==> src/rtl/hiz_pkg.sv <==
package hiz_pkg;
  localparam int BASE_CH     = 32;
  localparam int MAX_CH      = 256;
  localparam int CH_W        = $clog2(MAX_CH);
  localparam int BITS_PER_CH = 8;
  localparam int BIT_W       = $clog2(BITS_PER_CH);
  localparam int RATE_W      = 2;

  typedef enum logic [RATE_W-1:0] {
    RATE_X1 = 2'd0,
    RATE_X2 = 2'd1,
    RATE_X4 = 2'd2,
    RATE_X8 = 2'd3
  } rate_e;

  function automatic logic [CH_W-1:0] last_ch(rate_e r);
    return CH_W'((BASE_CH << int'(r)) - 1);
  endfunction
endpackage

==> src/rtl/hiz_timebase.sv <==
module hiz_timebase
  import hiz_pkg::*;
(
  input  logic            clk_i,
  input  logic            rst_ni,
  input  logic            tick_i,
  input  logic            bit_en_i,
  input  logic [CH_W-1:0] last_i,
  output logic [CH_W-1:0] ch_o
);
  logic [BIT_W-1:0] bit_q;
  logic [CH_W-1:0]  ch_q;

  always_ff @(posedge clk_i or negedge rst_ni) begin
    if (!rst_ni) begin
      bit_q <= '0;
      ch_q  <= '0;
    end else if (tick_i) begin
      bit_q <= '0;
      ch_q  <= '0;
    end else if (bit_en_i) begin
      if (bit_q == BIT_W'(BITS_PER_CH - 1)) begin
        bit_q <= '0;
        ch_q  <= (ch_q == last_i) ? '0 : ch_q + 1'b1;
      end else begin
        bit_q <= bit_q + 1'b1;
      end
    end
  end

  assign ch_o = ch_q;
endmodule

==> src/rtl/hiz_map_buf.sv <==
module hiz_map_buf
  import hiz_pkg::*;
#(
  parameter int N = MAX_CH
) (
  input  logic            clk_i,
  input  logic            rst_ni,
  input  logic            load_i,
  input  logic [N-1:0]    map_i,
  input  logic [CH_W-1:0] sel_i,
  output logic            bit_o
);
  logic [N-1:0] active_q;

  // reset to all ones: every channel high impedance until first capture
  always_ff @(posedge clk_i or negedge rst_ni) begin
    if (!rst_ni)     active_q <= '1;
    else if (load_i) active_q <= map_i;
  end

  assign bit_o = active_q[sel_i];
endmodule

==> src/rtl/hiz_gate.sv <==
module hiz_gate (
  input  logic clk_i,
  input  logic rst_ni,
  input  logic drive_en_i,
  input  logic cr_oe_i,
  input  logic tick_i,
  input  logic map_bit_i,
  output logic hiz_o,
  output logic oe_o
);
  logic en;
  logic run_q;

  assign en = drive_en_i & cr_oe_i;

  // run only re-arms on a frame tick, never mid-frame
  always_ff @(posedge clk_i or negedge rst_ni) begin
    if (!rst_ni)     run_q <= 1'b0;
    else if (!en)    run_q <= 1'b0;
    else if (tick_i) run_q <= 1'b1;
  end

  assign hiz_o = ~(en & run_q & rst_ni) | map_bit_i;
  assign oe_o  = ~hiz_o;
endmodule

==> src/rtl/hiz_stream_ctrl.sv <==
module hiz_stream_ctrl
  import hiz_pkg::*;
(
  input  logic              clk_i,
  input  logic              rst_ni,
  input  logic [RATE_W-1:0] rate_i,
  input  logic              frame_i,
  input  logic              bit_en_i,
  input  logic              drive_en_i,
  input  logic              cr_oe_i,
  input  logic [MAX_CH-1:0] hiz_map_i,
  output logic              hiz_o,
  output logic              data_oe_o
);
  logic            tick;
  rate_e           rate_q;
  logic [CH_W-1:0] ch;
  logic            map_bit;

  assign tick = frame_i & bit_en_i;

  always_ff @(posedge clk_i or negedge rst_ni) begin
    if (!rst_ni)   rate_q <= RATE_X1;
    else if (tick) rate_q <= rate_e'(rate_i);
  end

  hiz_timebase i_timebase (
    .clk_i    (clk_i),
    .rst_ni   (rst_ni),
    .tick_i   (tick),
    .bit_en_i (bit_en_i),
    .last_i   (last_ch(rate_q)),
    .ch_o     (ch)
  );

  hiz_map_buf #(.N(MAX_CH)) i_map_buf (
    .clk_i  (clk_i),
    .rst_ni (rst_ni),
    .load_i (tick),
    .map_i  (hiz_map_i),
    .sel_i  (ch),
    .bit_o  (map_bit)
  );

  hiz_gate i_gate (
    .clk_i      (clk_i),
    .rst_ni     (rst_ni),
    .drive_en_i (drive_en_i),
    .cr_oe_i    (cr_oe_i),
    .tick_i     (tick),
    .map_bit_i  (map_bit),
    .hiz_o      (hiz_o),
    .oe_o       (data_oe_o)
  );
endmodule

==> config.mk <==
export PLATFORM = sky130hd
export DESIGN_NAME = hiz_stream_ctrl
export DESIGN_NICKNAME = d
export VERILOG_FILES = /design/src/rtl/hiz_pkg.sv /design/src/rtl/hiz_timebase.sv /design/src/rtl/hiz_map_buf.sv /design/src/rtl/hiz_gate.sv /design/src/rtl/hiz_stream_ctrl.sv
export SDC_FILE = /design/constraint.sdc
export NUM_CORES = 1
export LEC_CHECK = 0
export BUFFER_PORTS_ARGS = -buffer_cell sky130_fd_sc_hd__buf_2
export CORE_ASPECT_RATIO = 1.4
export CORE_MARGIN = 2
export CORE_UTILIZATION = 40
export CTS_BUF_LIST = sky130_fd_sc_hd__clkbuf_8
export DETAILED_ROUTE_END_ITERATION = 8
export GPL_ROUTABILITY_DRIVEN = 0
export PLACE_DENSITY = 0.69
export SLEW_MARGIN = 10
export SYNTH_ARGS = -nofsm -noshare
export SYNTH_HDL_FRONTEND = slang
export SYNTH_SLANG_ARGS = --single-unit
==> constraint.sdc <==
create_clock -name clk_i -period 3.8 [get_ports clk_i]
set_input_delay 0.38 -clock clk_i [delete_from_list [all_inputs] [get_ports clk_i]]
set_output_delay 0.38 -clock clk_i [all_outputs]
set_load 0.05 [all_outputs]
==> Yosys cells after proc, flatten, opt, wreduce, memory -nomap -nowiden <==
Index checks and enable logic that the tools add are counted.
{ "word_totals": {"ff_bits": 270, "latchBits": 0, "ramBits": 0, "romBits": 0, "inputBits": 264, "out_inout_bits": 2, "elab_cells": 34, "mem_count": 0} }
{ "op_classes": {"add_sub_neg": 3, "mul": 0, "div": 0, "n_lt_le_gt_ge": 1, "n_eq_ne": 3, "shifts": 1, "n_mux": 11, "bitwise_logic": 7, "reduce_logical": 3} }
{ "op_table": {"columns": ["operator", "count"], "rows": [
  ["8-bit 2-to-1 mux", 4],
  ["8-bit by 9-bit less-than comparator with 1-bit output (second input constant)", 1],
  ["3-bit 2-to-1 mux", 3],
  ["8-bit by 1-bit adder with 8-bit output (second input constant)", 1],
  ["1-bit binary-select mux with 8-bit select", 1],
  ["8-bit equality test", 1],
  ["6-bit by 2-bit << shifter with 8-bit output (first input constant)", 1],
  ["8-bit by 2-bit subtractor with 8-bit output (second input constant)", 1],
  ["1-bit AND", 4],
  ["2-bit nonzero test", 2],
  ["3-bit by 1-bit adder with 3-bit output (second input constant)", 1],
  ["3-bit equality test (second input constant)", 1],
  ["1-bit 2-to-1 mux", 3],
  ["2-bit by 1-bit != test with 1-bit output (second input constant)", 1],
  ["1-bit NOT", 2],
  ["2-bit AND reduction", 1],
  ["1-bit bitwise OR", 1]
]} }

==> Depth between registers and ports, before layout <==
Gate-level depths: netlist (run 1).
{ "logic_depth": {"depth_word": 7, "depth_mapped": 11, "ltp_nobuf": 7} }

==> Modules after synthesis <==
From an unflattened synthesis (run 1), not the netlist that was laid out.
{ "unflattened": {"cells_unflattened": 842, "area_unflattened_um2": 12774.8} }
{ "modules_own_cells": {"columns": ["module", "instances", "cells_per_inst", "area_per_inst_um2"], "rows": [
  ["hiz_map_buf", 1, 760, 11937.7],
  ["hiz_timebase", 1, 65, 675.6],
  ["hiz_stream_ctrl", 1, 10, 110.1],
  ["hiz_gate", 1, 7, 51.3]
]} }

==> Worst setup path before layout (run 1) <==
Ideal clock, no wire load.
{ "synth_path": {"path_type": "register -> output", "startpoint": "reg i_timebase.ch_q[0], in the netlist i_timebase.ch_o[0]", "endpoint": "out data_oe_o", "t_arrival_ns": 2.690, "t_required_ns": 3.420, "setup_slack_ns": 0.730, "path_stages_with_launch": 10, "path_cell_list": "dfrtp_1 -> buf_6 -> buf_6 -> buf_6 -> mux4_2 -> mux2i_1 -> nand2_1 -> a31oi_1 -> o41ai_2 -> a31oi_1"} }
{ "synth_between": {"elab_chain_len": 4} }
{ "synth_rtl": {"columns": ["element", "line_no", "rtl"], "rows": [
  ["start, declared", "hiz_timebase.sv:12", "logic [CH_W-1:0] ch_q;"],
  ["start signal, assigned", "hiz_timebase.sv:24", "ch_q <= (ch_q == last_i) ? '0 : ch_q + 1'b1;"],
  ["1-bit binary-select mux with 8-bit select", "hiz_map_buf.sv:21", "assign bit_o = active_q[sel_i];"],
  ["1-bit 2-to-1 mux (implied by the code)", "hiz_map_buf.sv:21", null],
  ["1-bit bitwise OR", "hiz_gate.sv:23", "assign hiz_o = ~(en & run_q & rst_ni) | map_bit_i;"],
  ["1-bit NOT", "hiz_gate.sv:24", "assign oe_o = ~hiz_o;"],
  ["end, declared", "hiz_stream_ctrl.sv:13", "output logic data_oe_o"]
]} }
Every way passes these cells. The select of a mux whose other input is x is not followed.

==> Worst setup path in the final report (run 1) <==
{ "layout_path": {"startpoint": "reg i_timebase.ch_q[1], in the netlist i_timebase.ch_o[1]", "endpoint": "out data_oe_o"} }
Same word-level chain as after synthesis.

==> metrics.txt, run 1 <==
average cell area after synthesis=15.8 sq um; largest cells by area after synthesis=dfstp_2 (53%), mux2_2 (23%), mux4_2 (9.5%), dfrtp_1 (2.7%), mux2i_1 (2.0%); Area after DPL=0.0145 sq mm; Worst path most repeated cell=a21oi_1; CP Launch Type=flop; combinational fraction of design power=12.9%; FF-to-FF setup slack=1700 ps; Worst Path Max Fanout=19; Psw=0.00181 W; CP Depth=9; number of global-route vias before repair=8955; total CTS buffers=45; post-synthesis mux area share=35.6%; GRT Total Usage=19.7%; critical path's largest stage delay=520 ps; CTS sink cnt=270; share of cells above drive strength 1=83.7%; Die X=155 um; hold_ws=39.2 ps; P_leak=6.29 nW; critical path's slowest cell=dfrtp_2; Initial Util=40.5%; Clock Path Buffers=3; Pint=0.00587 W; global-route wire length before repair=50000 um; Critical Path RT=3420 ps; Seq pwr share=49.9%; post-synthesis sequential area ratio=55.4%; synth cell count leaders=mux2_2 (259), dfstp_2 (256), mux4_2 (54); simple-gate share of the synthesized area=2.32%; drt pass-1 iters=4; Initial DRC Count=391; H-tree depth=2; relative slew slack=34.3%; Setup Skew=13.3 ps; Routed WL per cell=21.6 um; DRC=0; Compound-Gate Fraction of Synth Area=3.55%; Crit path max-delay family=compound AO/OA/AOI/OAI gates; Max Cap Viol=0; CP bufs+invs=2; Sum Neg Setup Slack=0 ps; XOR/XNOR Fraction of Synth Area=0.0686%; core area=0.0315 sq mm; Netlist cell types=56; syn nets=1073; clock-pin slew on the worst setup and hold paths=70 ps; I/O pin cnt=266; outcome=finished, final reports clean; largest net degree at the start of global routing=82; PwrDens=492 mW/mm^2; via count=8183; area grow syn2layout=22.1%; CP endpoint kind=output pin; Syn. warnings=0; most numerous cell in the Yosys netlist=mux2_2; top_reg_cell synth=dfstp_2; Tcrit/Tclk final=93.2%; final setup fails=0; FP Rows=77; CP Cell Sequence=buf_6, mux4_2, or4_1, nand4_1, a21oi_1, a21oi_1, o2111ai_1, a31oi_1, buf_2; Hold Path Class=in2reg; grt total ovfl=0; Root Buffer=clkbuf_8; Fmax=0.282 GHz; final hold vios=0; Final Max Slew Viols=0; Yosys top cell area share=52.7%; Sequential cell area=0.00709 sq mm; PortBufs=265; Hold Path Cell Cnt=2; CTS tree=yes; Switching Fraction=23.5%; Worst Tran Pin Value=985 ps; routed wire length=32900 um; Via density=5.38; Syn Std Cell Area=0.0128 sq mm; Worst-Skew Late Latency=570 ps; antenna violations before repair=11; Seq cells post-synth=270; Detail Route Antenna Nets=0; Post-synth EDFFs=0; Setup CP Type=reg2out; Die ar.=0.0334 sq mm; peak supply drop=284 uV; fin util=49.5%; Die Height=215 um; RSZ-0062 raised after global routing=no; area occupied by multi-input gates=0.00535 sq mm; post-DP HPWL=23900 um; cells on worst reg2reg path=6; async set-reset flop share out of synthesis=100%; post-route cell area=0.0156 sq mm; largest family of logic cells by synthesized area=multiplexers; fin crit period=3540 ps; Clock power frac=37.1%; critical path data arrival time=3160 ps; cell taking the most area after synthesis=dfstp_2; fin nets=1353; # fillers=2741; Synth Area in Adders=0.294%; cell count after synthesis=806
## layer usage
metal | vias to the layer above | GRT usage [%] | part of all wire [%]
met4 | 8 | 10.6 | 4.7
met1 | 4223 | 22.2 | 38
li1 | 3609 | - | -
met2 | 259 | 34.8 | 53
met5 | - | 0 | 0.18
met3 | 84 | 4.26 | 4.8
## placed cells by master (no fill, tap or decap), drive strengths merged, types with 2 or more instances in the layout
| master | count |
|---|---|
| o41ai | 3 |
| diode | 7 |
| o211a | 3 |
| inv | 16 |
| a211oi | 3 |
| a21oi | 9 |
| nor2b | 2 |
| o2111ai | 2 |
| ha | 3 |
| bufinv | 4 |
| clkbuf | 59 |
| mux4 | 60 |
| a32o | 2 |
| o22ai | 2 |
| nor3b | 2 |
| mux2i | 26 |
| nor3 | 7 |
| dfstp | 256 |
| nand4 | 2 |
| a22oi | 5 |
| nor4b | 2 |
| o21ai | 15 |
| a31oi | 2 |
| clkinv | 5 |
| mux2 | 259 |
| nor2 | 14 |
| and2 | 5 |
| nand3 | 8 |
| dfrtp | 14 |
| buf | 290 |
| a221oi | 2 |
| dlygate4sd3 | 2 |
| nand2 | 14 |
| clkinvlp | 2 |
## power by group through the flow
stage | combinational [W] | sequential, W | clock (W)
detailed placement | 0.000999 | 0.00388 | 0
floorplan | 0.000689 | 0.00375 | 0
finish | 0.000993 | 0.00383 | 0.00285
global route | 0.00108 | 0.00388 | 0.00307
CTS | 0.00101 | 0.00384 | 0.00294
global placement | 0.000969 | 0.00386 | 0
## worst reg2reg max path, delay by kind of cell, from the launching register on
kind	cells	cell delay, ps
buffers and inverters	1	300
AO/OA/AOI/OAI	2	380
flip-flops	1	670
AND/OR/NAND/NOR	3	660
## registers in the layout, summed over array words and instances (netlist names)
name                cells
i_map_buf.active_q    256
i_gate.run_q            1
i_timebase.bit_q        3
rate_q                  2
i_timebase.ch_o         8
## logic make-up (layout without fill, tap and decap cells)
family,after synthesis,after routing
AOI/OAI and AO/OA,62,62
xor gates and xnor gates,1,1
adders and majority gates,3,3
buffers and inverters,65,378
DFF,270,270
muxes,345,345
other,0,7
and+or+nand+nor,60,60
## metrics by stage
step                setup slack [ps]  std cells  total power [W]
floorplan                        730        806          0.00444
global placement                 598       1429          0.00483
detailed placement               626       1429          0.00488
CTS                             77.5       1514          0.00778
global route                    5.89       1521          0.00803
finish                           257       1521          0.00767
## final cells by class
type / count / area share (%)
Tap cell: 395 / 3.17
Inverter: 6 / 0.144
Sequential cell: 270 / 45.4
Antenna cell: 7 / 0.112
Clock buffer: 59 / 5.21
Multi-Input combinational cell: 471 / 34.3
Timing Repair Buffer: 292 / 10.3
Clock inverter: 21 / 1.27
## path summary, 6_finish.rpt
kind | to | startpoint
setup / recovery | data_oe_o | i_timebase.ch_o[1]
hold / removal | i_map_buf.active_q[246] | hiz_map_i[246]
setup reg to reg | i_timebase.ch_o[5] | i_timebase.ch_o[2]
hold reg to reg | i_timebase.bit_q[2] | i_timebase.bit_q[2]
max in group asynchronous | i_timebase.ch_o[0] | rst_ni
min in group asynchronous | i_map_buf.active_q[204] | rst_ni
## what timing repair did
item	CTS	global route
endpoints found under the setup margin	1	2
pin swaps	0	0
gates cloned	0	0
hold buffers	2	0
resized for setup	0	3
buffers inserted	3	0
endpoints found under the hold margin	20	0
Note: power is estimated with default switching activity, not from simulation.
==> run 2: changes to the inputs <==
- PLACE_DENSITY: 0.69 -> 0.71
==> run 2 against run 1 <==
Utilization grew 0.30 points. Clock power shrank 5%. Design area grew 0.61%. Maximum frequency shrank 2.4%. Critical path type unchanged. Wire length is essentially flat. Critical path depth is the same. First-iteration DRC count grew 30%. Highest routed layer unchanged. Sequential power is essentially flat.
==> metrics.txt, run 2 (synthesis gave the netlist of run 1 again) <==
outcome=finished, final reports clean (unchanged); Die X=155 um (unchanged); most common cell after layout, fill and taps aside=buf_2 (unchanged); DRC=0 (unchanged); Root Buffer=clkbuf_8 (unchanged); CTS tree=yes (unchanged); antenna violations before repair=14 (was 11); Hold Path Class=in2reg (unchanged); Die ar.=0.0334 sq mm (unchanged); Largest Register=i_map_buf.active_q (unchanged); post-DP HPWL=23700 um (was 23900 um); Sum Neg Setup Slack=0 ps (unchanged); Fmax=0.276 GHz (was 0.282 GHz); RSZ-0062 raised after global routing=no (unchanged); Max Cap Viol=0 (unchanged); Setup CP Type=reg2out (unchanged); drt pass-1 iters=5 (was 4); fin cells=1537 (was 1521); Clock Path Buffers=3 (unchanged); fin crit period=3630 ps (was 3540 ps); number of global-route vias before repair=8914 (was 8955); grt total ovfl=0 (unchanged); max reg flops=256 (unchanged); CTS sink cnt=270 (unchanged); DP Cell Count=1425 (was 1429); critical path data arrival time=3250 ps (was 3160 ps); Worst-Skew Late Latency=560 ps (was 570 ps); most frequent cells in the layout=buf_2 (264), mux2_2 (259), dfstp_2 (256) (unchanged); routed wire length=32900 um (about the same); fin nets=1361 (was 1353); relative slew slack=30.9% (was 34.3%); global-route wire length before repair=50300 um (was 50000 um); Detail Route Antenna Nets=0 (unchanged); via count=8103 (was 8183); Initial DRC Count=508 (was 391); H-tree depth=2 (unchanged); Via density=5.27 (was 5.38); Worst Tran Pin Value=1040 ps (was 985 ps); final hold vios=0 (unchanged); Die Height=215 um (unchanged); total CTS buffers=44 (was 45); Routed WL per cell=21.4 um (was 21.6 um); CP Launch Type=flop (unchanged); GRT Total Usage=19.8% (was 19.7%); core area=0.0315 sq mm (unchanged); clock-pin slew on the worst setup and hold paths=70 ps (about the same); Tcrit/Tclk final=95.5% (was 93.2%); area grow syn2layout=22.8% (was 22.1%); PortBufs=265 (unchanged); FP Rows=77 (unchanged); Worst Path Max Fanout=17 (was 19); largest net degree at the start of global routing=192 (was 82); Final Max Slew Viols=0 (unchanged); Critical Path RT=3420 ps (about the same); final setup fails=0 (unchanged); share of cells above drive strength 1=82.1% (was 83.7%); I/O pin cnt=266 (unchanged); PwrDens=481 mW/mm^2 (was 492 mW/mm^2); P_leak=6.33 nW (was 6.29 nW); CP endpoint kind=output pin (unchanged); peak supply drop=294 uV (was 284 uV); Initial Util=40.5% (unchanged); Setup Skew=6.51 ps (was 13.3 ps)
run 2: cell types whose count changed in the layout (fill, tap and decap cells not counted), moves of 2 or more:
cell	change
dlygate4sd3_1	+14
buf_4	-6
diode_2	+5
inv_1	+5
bufinv_16	-2
run 2: layer usage:
layer  routed length [um]  GRT usage [%]
met5                   14              0
met4                 1510           9.97
met3                 1910           5.06
met2                17200           34.8
met1                12200           22.2
run 2: worst max-delay path, stage by stage, from the launching register on:
cell and delay [ps]:
dfrtp_4 590, buf_4 260, nor2b_1 430, a22oi_1 170, o211ai_1 130, a21oi_1 100, a21oi_1 300, o2111ai_1 210
a31oi_1 170, buf_2 320
run 2: where the power goes:
group,switching [W],total [W],internal [W]
combinational,0.000377,0.00100,0.000624
sequential,0.000245,0.00383,0.00359
clock,0.00118,0.00271,0.00152
run 2: worst paths after layout:
check	from	to	slack (ps)	cells past startpoint
min	hiz_map_i[176]	i_map_buf.active_q[176]	40	2
max reg2reg	i_timebase.ch_o[1]	i_timebase.ch_o[7]	1640	7
min in group asynchronous	rst_ni	i_map_buf.active_q[31]	430	2
max	i_timebase.ch_o[1]	data_oe_o	170	9
min reg2reg	i_timebase.bit_q[2]	i_timebase.bit_q[2]	520	1
max in group asynchronous	rst_ni	i_timebase.ch_o[1]	2220	3
run 2: metrics by stage:
stage	setup WS, ps	hold WS (ps)	area [sq um]	total power, W	util [%]
2_1_floorplan	730	84.4	12800	0.00444	-
3_3_place_gp	680	429	14500	0.00482	46.1
3_5_place_dp	665	427	14500	0.00487	46.1
4_1_cts	40.8	0.136	15600	0.00763	49.6
5_1_grt	2.39	14.1	15700	0.00789	49.8
6_report	172	42.0	15700	0.00754	49.8
run 2: what timing repair did:
| item | in CTS | in global routing |
|---|---|---|
| endpoints found under the hold margin | 30 | 0 |
| resized for setup | 0 | 2 |
| hold buffers | 16 | 0 |
| setup endpoints to repair | 0 | 2 |
| buffers inserted | 0 | 2 |
run 2: cell type report:
type                    instances  area, sq um
clock buffers                  59          812
multi-input cells             471         5350
flip-flops and latches        270         7090
diodes                         12         30.0
inverters                       6         22.5
well taps                     395          494
repair buffers                301         1740
fillers                      2691        15800
clock inverters                23          151
